--- src/rtl/ovf_req_pkg.sv ---
package ovf_req_pkg;

  localparam int unsigned REG_W  = 32;
  localparam int unsigned NUM_CH = 2;   // channel 0: reset request, channel 1: debug request

  typedef enum logic [1:0] {
    SEL_RST_SET = 2'd0,
    SEL_RST_CLR = 2'd1,
    SEL_DBG_SET = 2'd2,
    SEL_DBG_CLR = 2'd3
  } reg_sel_e;

  // Mask of implemented source bits: event counters from bit 0 up, cycle counter at cbit.
  function automatic logic [REG_W-1:0] src_mask(input int unsigned nevt, input int unsigned cbit);
    logic [REG_W-1:0] m;
    m = '0;
    for (int unsigned i = 0; i < nevt; i++) m[i] = 1'b1;
    m[cbit] = 1'b1;
    return m;
  endfunction

endpackage

--- src/rtl/ovf_access_gate.sv ---
module ovf_access_gate (
  input  logic reg_en,
  input  logic reg_wr,
  input  logic priv_mode,
  input  logic user_acc_en,
  output logic wr_ok,
  output logic rd_ok,
  output logic deny
);
  logic permit;

  always_comb begin
    permit = priv_mode | user_acc_en;
    wr_ok  = reg_en &  reg_wr & permit;
    rd_ok  = reg_en & ~reg_wr & permit;
    deny   = reg_en & ~permit;
  end
endmodule

--- src/rtl/ovf_mask_reg.sv ---
module ovf_mask_reg #(
  parameter int unsigned           W    = 32,
  parameter logic [W-1:0]          IMPL = '1
) (
  input  logic         clk,
  input  logic         rst_n,
  input  logic         set_we,
  input  logic         clr_we,
  input  logic [W-1:0] wdata,
  output logic [W-1:0] mask_q,
  output logic [W-1:0] mask_d
);
  logic [W-1:0] sel;

  always_comb begin
    sel    = wdata & IMPL;
    mask_d = mask_q;
    if (set_we) mask_d = mask_d | sel;
    if (clr_we) mask_d = mask_d & ~sel;
  end

  always_ff @(posedge clk or negedge rst_n) begin
    if (!rst_n) mask_q <= '0;
    else        mask_q <= mask_d;
  end
endmodule

--- src/rtl/ovf_req_sticky.sv ---
module ovf_req_sticky #(
  parameter int unsigned W = 32
) (
  input  logic         clk,
  input  logic         rst_n,
  input  logic [W-1:0] src_vec,
  input  logic [W-1:0] mask_d,
  output logic         req_q
);
  logic [W-1:0] pend_q;
  logic [W-1:0] pend_d;

  // A source stays pending while its enable holds; the enable seen is the post-write mask.
  always_comb pend_d = (pend_q | src_vec) & mask_d;

  always_ff @(posedge clk or negedge rst_n) begin
    if (!rst_n) begin
      pend_q <= '0;
      req_q  <= 1'b0;
    end else begin
      pend_q <= pend_d;
      req_q  <= |pend_d;
    end
  end
endmodule

--- src/rtl/ovf_req_ctrl.sv ---
module ovf_req_ctrl
  import ovf_req_pkg::*;
#(
  parameter int unsigned NUM_EVT = 3,
  parameter int unsigned CYC_BIT = 31
) (
  input  logic                clk,
  input  logic                rst_n,
  input  logic                reg_en,
  input  logic                reg_wr,
  input  logic [1:0]          reg_addr,
  input  logic [REG_W-1:0]    reg_wdata,
  input  logic                priv_mode,
  input  logic                user_acc_en,
  input  logic [NUM_EVT-1:0]  evt_ovf,
  input  logic                cyc_ovf,
  output logic [REG_W-1:0]    reg_rdata,
  output logic                reg_err,
  output logic                rst_req_n,
  output logic                dbg_req
);
  localparam logic [REG_W-1:0] IMPL_MASK = src_mask(NUM_EVT, CYC_BIT);

  logic             wr_ok;
  logic             rd_ok;
  logic             deny;
  logic [REG_W-1:0] src_vec;
  logic [REG_W-1:0] ch_mask_q [NUM_CH];
  logic [REG_W-1:0] ch_mask_d [NUM_CH];
  logic [NUM_CH-1:0] ch_req;
  logic [REG_W-1:0] rd_mux;
  reg_sel_e         sel;

  ovf_access_gate u_gate (
    .reg_en      (reg_en),
    .reg_wr      (reg_wr),
    .priv_mode   (priv_mode),
    .user_acc_en (user_acc_en),
    .wr_ok       (wr_ok),
    .rd_ok       (rd_ok),
    .deny        (deny)
  );

  always_comb begin
    src_vec                = '0;
    src_vec[NUM_EVT-1:0]   = evt_ovf;
    src_vec[CYC_BIT]       = cyc_ovf;
  end

  assign sel = reg_sel_e'(reg_addr);

  for (genvar c = 0; c < NUM_CH; c++) begin : g_ch
    logic set_we;
    logic clr_we;
    reg_sel_e set_code;
    reg_sel_e clr_code;

    assign set_code = (c == 0) ? SEL_RST_SET : SEL_DBG_SET;
    assign clr_code = (c == 0) ? SEL_RST_CLR : SEL_DBG_CLR;
    assign set_we   = wr_ok && (sel == set_code);
    assign clr_we   = wr_ok && (sel == clr_code);

    ovf_mask_reg #(.W(REG_W), .IMPL(IMPL_MASK)) u_mask (
      .clk    (clk),
      .rst_n  (rst_n),
      .set_we (set_we),
      .clr_we (clr_we),
      .wdata  (reg_wdata),
      .mask_q (ch_mask_q[c]),
      .mask_d (ch_mask_d[c])
    );

    ovf_req_sticky #(.W(REG_W)) u_req (
      .clk     (clk),
      .rst_n   (rst_n),
      .src_vec (src_vec),
      .mask_d  (ch_mask_d[c]),
      .req_q   (ch_req[c])
    );
  end

  // reg_addr[1] picks the channel; both addresses of a channel read the same mask.
  always_comb rd_mux = reg_addr[1] ? ch_mask_q[1] : ch_mask_q[0];

  always_ff @(posedge clk or negedge rst_n) begin
    if (!rst_n) begin
      reg_rdata <= '0;
      reg_err   <= 1'b0;
    end else begin
      reg_rdata <= rd_ok ? rd_mux : '0;
      reg_err   <= deny;
    end
  end

  assign rst_req_n = ~ch_req[0];
  assign dbg_req   =  ch_req[1];
endmodule

--- config.mk ---
export PLATFORM = sky130hd
export DESIGN_NAME = ovf_req_ctrl
export DESIGN_NICKNAME = d
export VERILOG_FILES = /design/src/rtl/ovf_req_pkg.sv /design/src/rtl/ovf_access_gate.sv /design/src/rtl/ovf_mask_reg.sv /design/src/rtl/ovf_req_sticky.sv /design/src/rtl/ovf_req_ctrl.sv
export SDC_FILE = /design/constraint.sdc
export NUM_CORES = 1
export LEC_CHECK = 0
export ABC_AREA = 0
export BUFFER_PORTS_ARGS = -buffer_cell sky130_fd_sc_hd__buf_2
export CORE_UTILIZATION = 47
export CTS_BUF_LIST = sky130_fd_sc_hd__clkbuf_8
export DETAILED_ROUTE_END_ITERATION = 8
export PLACE_DENSITY_LB_ADDON = 0.2
export RECOVER_POWER = 50
export SYNTH_ARGS = -nofsm -noshare
export SYNTH_HDL_FRONTEND = slang
export SYNTH_SLANG_ARGS = --single-unit
--- constraint.sdc ---
create_clock -name clk -period 1.6 [get_ports clk]
set_input_delay 0.32 -clock clk [delete_from_list [all_inputs] [get_ports clk]]
set_output_delay 0.32 -clock clk [all_outputs]
set_load 0.01 [all_outputs]
==> out/summary.txt, run 1 <==
Run status: finished, final reports clean
I/O Pins: 79
RSZ-0062 raised after global routing: false
Detailed-route DRC error count: 0
Via count: 844
R2R setup slack: 490 ps
Final Setup Violations: 0
Final ANT Viol Nets: 0
Row count: 18
Final Power: 1390 uW
Met1 usage: 0.180
Area after DPL: 1270 um2
Diode count: 0
I/O Buffers: 22
Routing usage on met2: 0.308
Worst Path Arrival: 1350 ps
Antenna violations before repair: 0
Slew @ Worst Pin: 1220 ps
Endpoint class of the critical path: flop
Chip Height: 53.5 um
Final instance area: 1320 um2
GRT overflow: 0
Number of fillers in the final layout: 232
Cts repair resizes: 0
Max-slew headroom: 0.190
Max cap viols: 0
Die width: 53.5 um
Reg2Reg Depth: 4
FF-to-FF Start: g_ch[0].u_req.pend_q[2]
Root Buffer: clkbuf_8
Syn Inst Count: 131
Worst Setup Slack, final: 372 ps
Initial Utilization: 0.499
Iteration-0 DRC Markers: 12
Synth Register Bits: 23
Critical Path RT: 1720 ps
Peak Freq: 0.814 GHz
CTS sink count: 23
YS warnings: 0
Sequential fraction of the synthesis area: 0.461
Vias in the first global route: 776
Pleak: 0.000773 uW
Worst Hold Class: primary input to flop
Tot GR Track Use: 0.166
Pre-CTS worst setup slack: 68.3 ps
Area grow syn2layout: 5.52%
Fin Hold WS: 254 ps
Gpl congestion: 0.752
Slew Limit Fails: 0
Drt first pass iters: 4
First-pass GRT wire length: 3300 um
Final Skew: 4.08 ps
Global route hottest layer: met2
Postcts setup bufs: 0
Hold depth: 2
Hold buffer count at cts: 0
Die area: 2860 um2
Clk_lat worst skew: 260 ps
CP Class: primary input to flop
WL/cell: 10.7 um
Syn Std Cell Area: 1250 um2
Reg clk slew, reported paths: 80 ps
GRT met3 Usage: 0.0517
Power density over the cells: 1060 nW/um2
Final nets: 199
Period utilisation layout: 0.768
Crit path launch type: primary input
Mean post-synth cell area: 9.52 um2
Largest net degree at the start of global routing: 24
VDD IR-drop max: 0.720 mV
Via-to-Cell Ratio: 4.59
Hold path start: priv_mode
Post-synthesis cell type count: 21
Hold EP: reg_err
Final Hold Fails: 0
Routed WL: 1970 um
Core ar.: 2500 um2
Hpwl dp: 1580 um
CTS tree: done
Crit path max fanout: 9
Share of cells above drive strength 1: 0.175
H-tree levels: 1
CTS Buf Count: 3
Reg2Reg Capture Point: g_ch[0].u_req.req_q
Clock Tree Buf Depth: 2
Tmin final: 1230 ps
Setup TNS Final: 0 ps
==> worst max-delay path, cell delays in order <==
cell and delay, ps:
clkbuf_1 110, o211a_4 290, and2_4 190, a31oi_1 270, o2111ai_1 160
==> cell families after synthesis <==
family,count (synthesis),share of synthesized area
simple gates,37,0.132
compound gates,13,0.0803
flops,23,0.461
mux,12,0.0963
buf+inv,45,0.227
other cells,1,0.00301
==> flip-flops by register name, indices dropped and copies added, names as in the netlist <==
name,count
reg_err,1
reg_rdata,4
g_ch.u_req.pend_q,8
g_ch.u_mask.mask_q,8
g_ch.u_req.req_q,2
==> placed cells by master, fill, tap and decap left out, types with 3 or more instances in the layout <==
master | synthesis | routed
a311oi_1 | 3 | 3
a31oi_1 | 3 | 3
buf_2 | 1 | 20
clkbuf_8 | 0 | 3
conb_1 | 1 | 28
dfrtp_1 | 23 | 23
inv_1 | 14 | 15
mux2i_1 | 12 | 12
nand2_1 | 6 | 6
nand3_1 | 4 | 4
nor2_1 | 20 | 20
nor2b_1 | 3 | 3
o21ai_0 | 4 | 4
==> cell usage after synthesis <==
| library cell | instances | share of area |
|---|---|---|
| mux2i_1 | 12 | 0.096 |
| buf_6 | 1 | 0.0090 |
| or2_2 | 1 | 0.0050 |
| buf_4 | 28 | 0.17 |
| nand3_1 | 4 | 0.016 |
| and3_1 | 1 | 0.0050 |
| nor3b_1 | 1 | 0.0060 |
| buf_2 | 1 | 0.0040 |
| o211a_4 | 1 | 0.014 |
| dfrtp_1 | 23 | 0.46 |
| nor2_1 | 20 | 0.060 |
| conb_1 | 1 | 0.0030 |
| nand2_1 | 6 | 0.018 |
| and2_4 | 1 | 0.0070 |
| o2111ai_1 | 2 | 0.014 |
| inv_1 | 14 | 0.042 |
| clkbuf_1 | 1 | 0.0030 |
| a311oi_1 | 3 | 0.021 |
| nor2b_1 | 3 | 0.015 |
| a31oi_1 | 3 | 0.015 |
| o21ai_0 | 4 | 0.016 |
==> report_power, final <==
group          switching [uW]  total [uW]  internal [uW]
clock network             174         346            171
logic                     193         312            119
registers                42.9         733            690
==> how the worst max path moves through the flow <==
stage	from	to	slack (ps)	cells after the start
after global placement	user_acc_en	g_ch[0].u_req.req_q	100	5
after CTS	user_acc_en	g_ch[0].u_req.req_q	350	5
final	user_acc_en	g_ch[0].u_req.req_q	370	5
after global routing	user_acc_en	g_ch[0].u_req.req_q	310	5
after floorplan	reg_addr[1]	g_ch[0].u_req.req_q	310	6
after detailed placement	user_acc_en	g_ch[0].u_req.req_q	70	5
==> layer usage <==
metal  routed length, um  vias up  share of wire
met2                1020       35           0.52
met1                 829      395           0.42
met3                 109        2          0.055
met5                   0        -              0
li1                    -      412              -
met4                  15        0         0.0076
==> stage by stage <==
step / cells / utilization
after floorplan: 158 / -
after global placement: 180 / 0.510
after detailed placement: 180 / 0.510
after CTS: 184 / 0.528
after global routing: 184 / 0.527
final: 184 / 0.527
==> final cells by class <==
type                       instances  area [um2]  area share
inverter                          14        52.6      0.0399
timing repair buffer              23         115      0.0875
multi-input combinational         90         490       0.373
sequential                        23         576       0.437
tap                               30        37.5      0.0285
clock inverter                     1        3.75     0.00285
clock buffer                       3        41.3      0.0314
(Power assumes the default switching activity.)
==> run 2, diff against run 1 <==
CORE_UTILIZATION = 39   (was 47)
clock period = 1.1 ns   (was 1.6 ns; I/O delays follow)
==> run 2 against run 1 <==
  * Core utilization decreased by 2.8 points
  * Combinational power increased by 92%
  * Die area increased by 20%
  * Largest cell class is now multi-input combinational cells
==> out/summary.txt, run 2 (synthesis results as in run 1) <==
Critical-path cell list: buf_2, o211a_4, and3_4, mux2i_2, o2111ai_2
Initial Utilization: 0.409 (-0.0904)
Vias in the first global route: 858 (+11%)
Tot GR Track Use: 0.152 (-0.0141)
Share of cells above drive strength 1: 0.325 (+0.150)
Crit path max fanout: 9 (unchanged)
Tmin final: 1060 ps
Worst Hold Class: primary input to flop
Top Family by Delay on Critical Path: compound AO/OA/AOI/OAI gates
Period utilisation layout: 0.962
Via count: 886 (+5.0%)
Largest net degree at the start of global routing: 24 (unchanged)
Peak Freq: 0.945 GHz
Power density over the cells: 1440 nW/um2 (+37%)
Run status: finished, final reports clean
Area grow syn2layout: 22.0%
CP Class: primary input to flop
CP peak stage delay: 290 ps (about the same)
CP max-delay cell: o211a_4
Max-slew headroom: 0.659 (+0.470)
Gpl congestion: 0.839 (+12%)
Die width: 58.6 um (+9.4%)
Reg clk slew, reported paths: 80 ps (about the same)
Final Hold Fails: 0 (unchanged)
Final ANT Viol Nets: 0 (unchanged)
CTS tree: done
Iteration-0 DRC Markers: 16 (+4)
WL/cell: 10.8 um (+0.78%)
Slew Limit Fails: 0 (unchanged)
Crit path launch type: primary input
Placed insts: 208 (+16%)
I/O Buffers: 22 (unchanged)
Reg power frac: 0.490 (-0.037)
Row count: 20 (+2)
GRT overflow: 0 (unchanged)
First-pass GRT wire length: 3810 um (+15%)
Final nets: 211 (+6.0%)
Via-to-Cell Ratio: 4.22 (-8.0%)
Worst Path Arrival: 1190 ps (-160 ps)
Die area: 3430 um2 (+20%)
Clk_lat worst skew: 260 ps (about the same)
Utilization after layout: 0.498 (-0.0282)
Pleak: 0.000831 uW (+7.5%)
Setup TNS Final: 0 ps (unchanged)
Chip Height: 58.6 um (+9.4%)
VDD IR-drop max: 0.503 mV (-30%)
P_int: 1510 uW (+54%)
CTS Buf Count: 3 (unchanged)
Most common cell after layout, fill and taps aside: conb_1
Finished Layout Cells: 210 (+14%)
Clock Tree Buf Depth: 2 (unchanged)
Most frequent cells in the layout: 28 x conb_1, 23 x dfrtp_1, 21 x buf_2
RSZ-0062 raised after global routing: true
Comb power frac: 0.273 (+0.048)
Final Setup Violations: 0 (unchanged)
Core ar.: 3050 um2 (+22%)
Clk pwr share: 0.238 (-0.011)
Detailed-route DRC error count: 0 (unchanged)
Switching Share: 0.313 (+0.0175)
I/O Pins: 79 (unchanged)
CTS sink count: 23 (unchanged)
Max cap viols: 0 (unchanged)
H-tree levels: 1 (unchanged)
Endpoint class of the critical path: flop
Regs by FF count: g_ch.u_mask.mask_q: 8 flops, g_ch.u_req.pend_q: 8 flops, reg_rdata: 4 flops
Fin Hold WS: 228 ps (-26.0 ps)
Postcts setup bufs: 0 (unchanged)
Routed WL: 2270 um (+15%)
Root Buffer: clkbuf_8
NetSw: 688 uW (+67%)
Slew @ Worst Pin: 511 ps (-705 ps)
Final Skew: 5.83 ps (+1.75 ps)
Critical Path RT: 1230 ps (-490 ps)
Drt first pass iters: 4 (unchanged)
Hpwl dp: 1830 um (+16%)
Antenna violations before repair: 0 (unchanged)
CP Buf/Inv Count: 1 (unchanged)
Diode count: 0 (unchanged)
-- run 2: changes by cell type in the layout (fill, tap and decap cells not counted), sizes merged --
| cell | delta |
|---|---|
| dlygate4sd3 | +1 |
| inv | -1 |
| clkbuf | +1 |
| buf | +10 |
| clkinv | +1 |
-- run 2: stage by stage --
step | setup slack (ps) | cell area, um2 | power, uW
after floorplan | -16.2 | 1410 | 1520
after global placement | -264 | 1450 | 1690
after detailed placement | -291 | 1450 | 1700
after CTS | -7.71 | 1510 | 2230
after global routing | -19.1 | 1520 | 2360
final | 41.6 | 1520 | 2200
-- run 2: worst paths after layout --
| kind | startpoint | endpoint | slack (ps) | cells past startpoint |
|---|---|---|---|---|
| max | priv_mode | g_ch[0].u_req.req_q | 40 | 5 |
| min | priv_mode | reg_err | 230 | 3 |
| max reg2reg | g_ch[0].u_req.pend_q[31] | g_ch[0].u_req.req_q | 50 | 4 |
| min reg2reg | g_ch[0].u_req.pend_q[0] | g_ch[0].u_req.pend_q[0] | 500 | 2 |
| max in group asynchronous | rst_n | g_ch[1].u_req.pend_q[1] | 290 | 2 |
| min in group asynchronous | rst_n | reg_rdata[2] | 460 | 2 |
-- run 2: per-layer routing --
layer | vias to the layer above | part of all wire | global-route usage
met3 | 4 | 0.034 | 0.0198
met4 | 0 | 0.017 | 0.0714
met5 | - | 0 | 0
met2 | 28 | 0.51 | 0.266
met1 | 420 | 0.44 | 0.185
li1 | 434 | - | -
-- run 2: power groups by stage --
stage               clock (uW)  sequential, uW  combinational (uW)
finish                     522            1080                 599
global route               585            1100                 674
CTS                        540            1070                 611
detailed placement           0            1090                 612
global placement             0            1090                 602
floorplan                    0            1080                 436
-- run 2: final cells by class --
cell class	instances	area (um2)
Fill cell	319	1530
Clock inverter	1	5.00
Inverter	14	55.1
Sequential cell	23	576
Timing Repair Buffer	35	209
Multi-Input combinational cell	90	581
Tap cell	44	55.1
Clock buffer	3	41.3
-- run 2: timing repair --
action,4_1_cts,5_1_grt
hold endpoints to repair,23,0
pin swaps,3,6
gates resized for setup,5,4
hold buffers,1,0
gates cloned,0,0
setup endpoints to repair,3,3
-- run 2: worst register-to-register path, stage by stage, from the launching register on --
cell and delay (ps):
dfrtp_1 380, nor2_2 110, a311oi_1 90, a31oi_4 210, o2111ai_2 130
==> run 3, diff against run 2 <==
CORE_MARGIN = 4   (was not set)
RECOVER_POWER = 100   (was 50)
==> run 3 against run 2 <==
  * Setup slack got worse by 12 ps
  * Non-clock buffer count is 1 lower
  * Final area decreased by 2.0%
  * Global-route usage fell by 1.7 points
  * Wire length rose by 11%
  * Core utilization shrank 0.98 points
  * Total power is 0.39% lower
  * Clock-buffer cell count stayed put
  * Die area is 22% higher
  * Worst hold slack barely moved
  * Critical path depth down 1
  * Sequential share of layout area increased by 0.76 points
  * Largest cell class is now registers
  * Largest power group unchanged
  * Highest routed layer unchanged
==> out/summary.txt, run 3 (synthesis results as in run 1) <==
Run status: finished, final reports clean
Via count: 885 (-0.11%)
Drt first pass iters: 3 (-1)
CTS sink count: 23 (unchanged)
Via-to-Cell Ratio: 4.23 (+0.37%)
Slew Limit Fails: 0 (unchanged)
Worst Path Arrival: 1250 ps (+60 ps)
Final Hold Fails: 0 (unchanged)
Chip Height: 64.6 um (+10%)
Largest net degree at the start of global routing: 24 (unchanged)
Critical Path RT: 1280 ps (+50 ps)
CTS Buf Count: 3 (unchanged)
Tmin final: 1070 ps (+11.8 ps)
Worst Hold Class: primary input to flop
Max-slew headroom: 0.620 (-0.0391)
Die width: 64.6 um (+10%)
Area grow syn2layout: 19.6%
First-pass GRT wire length: 4310 um (+13%)
I/O Pins: 79 (unchanged)
Diode count: 0 (unchanged)
Number of fillers in the final layout: 316 (-0.94%)
Most common cell after layout, fill and taps aside: conb_1
Endpoint class of the critical path: flop
Reg clk slew, reported paths: 80 ps (about the same)
Final nets: 210 (-0.47%)
Pleak: 0.000801 uW (-3.6%)
Antenna violations before repair: 0 (unchanged)
VDD IR-drop max: 0.435 mV (-14%)
Clock Tree Buf Depth: 2 (unchanged)
Setup TNS Final: 0 ps (unchanged)
Row count: 20 (unchanged)
Die area: 4170 um2 (+22%)
Crit path launch type: flop
Detailed-route DRC error count: 0 (unchanged)
Period utilisation layout: 0.973 (+0.0107)
Hpwl dp: 2040 um (+12%)
Peak Freq: 0.934 GHz (-1.1%)
Share of cells above drive strength 1: 0.255 (-0.0708)
Regs by FF count: g_ch.u_mask.mask_q: 8 flops, g_ch.u_req.pend_q: 8 flops, reg_rdata: 4 flops
H-tree levels: 1 (unchanged)
Final Skew: 2.92 ps (-2.91 ps)
CTS tree: done
Final ANT Viol Nets: 0 (unchanged)
Core ar.: 3050 um2 (unchanged)
Most frequent cells in the layout: 28 x conb_1, 23 x dfrtp_1, 15 x nor2_1
Vias in the first global route: 942 (+9.8%)
WL/cell: 12.1 um (+12%)
Gpl congestion: 0.768 (-8.4%)
Final Setup Violations: 0 (unchanged)
Routed WL: 2520 um (+11%)
Clk_lat worst skew: 260 ps (about the same)
Power density over the cells: 1470 nW/um2 (+1.6%)
Crit path max fanout: 2 (-7)
I/O Buffers: 22 (unchanged)
Postcts setup bufs: 0 (unchanged)
GRT overflow: 0 (unchanged)
Max cap viols: 0 (unchanged)
Utilization after layout: 0.489 (-0.00984)
Tot GR Track Use: 0.135 (-0.0168)
Root Buffer: clkbuf_8
Initial Utilization: 0.409 (unchanged)
Slew @ Worst Pin: 570 ps (+58.6 ps)
Iteration-0 DRC Markers: 14 (-2)
CP Class: flop to flop
RSZ-0062 raised after global routing: true
-- run 3: cell count changes in the layout (fill, tap and decap cells not counted), moves of 2 or more --
cell	previous run	this run
buf_2	21	12
clkbuf_2	0	2
clkbuf_1	1	9
nor2_2	3	5
mux2i_2	2	0
buf_4	10	7
-- run 3: layout make-up --
class	count	area [um2]	area share
clock buffers	3	41.3	0.0277
multi-input cells	90	572	0.383
well taps	44	55.1	0.0369
flip-flops and latches	23	576	0.386
clock inverters	1	3.75	0.00252
repair buffers	34	189	0.127
inverters	14	55.1	0.0369
-- run 3: per-stage QoR --
step | instances | cell area [um2] | total power (uW) | hold WS [ps] | setup WS [ps]
6_report | 209 | 1490 | 2190 | 227 | 29.8
2_1_floorplan | 158 | 1410 | 1520 | -75.6 | -16.2
5_1_grt | 209 | 1490 | 2340 | 239 | -17.7
4_1_cts | 209 | 1500 | 2220 | 217 | 1.38
3_3_place_gp | 207 | 1450 | 1680 | 215 | -236
3_5_place_dp | 207 | 1450 | 1700 | 221 | -267
-- run 3: what timing repair did --
item / CTS / global route
endpoints found under the setup margin: 1 / 2
gates resized for setup: 5 / 2
hold endpoints to repair: 23 / 0
cloned: 0 / 0
pin swaps: 4 / 5
hold buffers: 1 / 0
-- run 3: where the power goes --
part | internal [uW] | leakage [uW] | switching [uW]
clock | 249 | 0.0000269 | 269
sequential | 1000 | 0.000286 | 81.4
combinational | 237 | 0.000489 | 349
-- run 3: path summary, 6_finish.rpt --
path / start / to / slack [ps] / depth (start not counted)
min: evt_ovf[0] / g_ch[1].u_req.pend_q[0] / 230 / 3
max in group asynchronous: rst_n / g_ch[0].u_req.req_q / 250 / 2
max reg2reg: g_ch[0].u_req.pend_q[2] / g_ch[0].u_req.req_q / 30 / 4
max: g_ch[0].u_req.pend_q[2] / g_ch[0].u_req.req_q / 30 / 4
min in group asynchronous: rst_n / g_ch[0].u_mask.mask_q[31] / 470 / 2
min reg2reg: g_ch[1].u_req.pend_q[0] / g_ch[1].u_req.pend_q[0] / 490 / 2
-- run 3: critical path: stages (launching register included) --
cell and delay (ps):
dfrtp_1 350, nor2_2 50, a311oi_1 420, a31oi_4 80
o2111ai_2 80
-- run 3: metal layers --
layer	global-route usage	vias up	wire, um
met1	0.158	417	1030
met3	0.0191	4	124
met2	0.233	27	1310
met4	0.0792	0	63
li1	-	437	-
met5	0	-	0
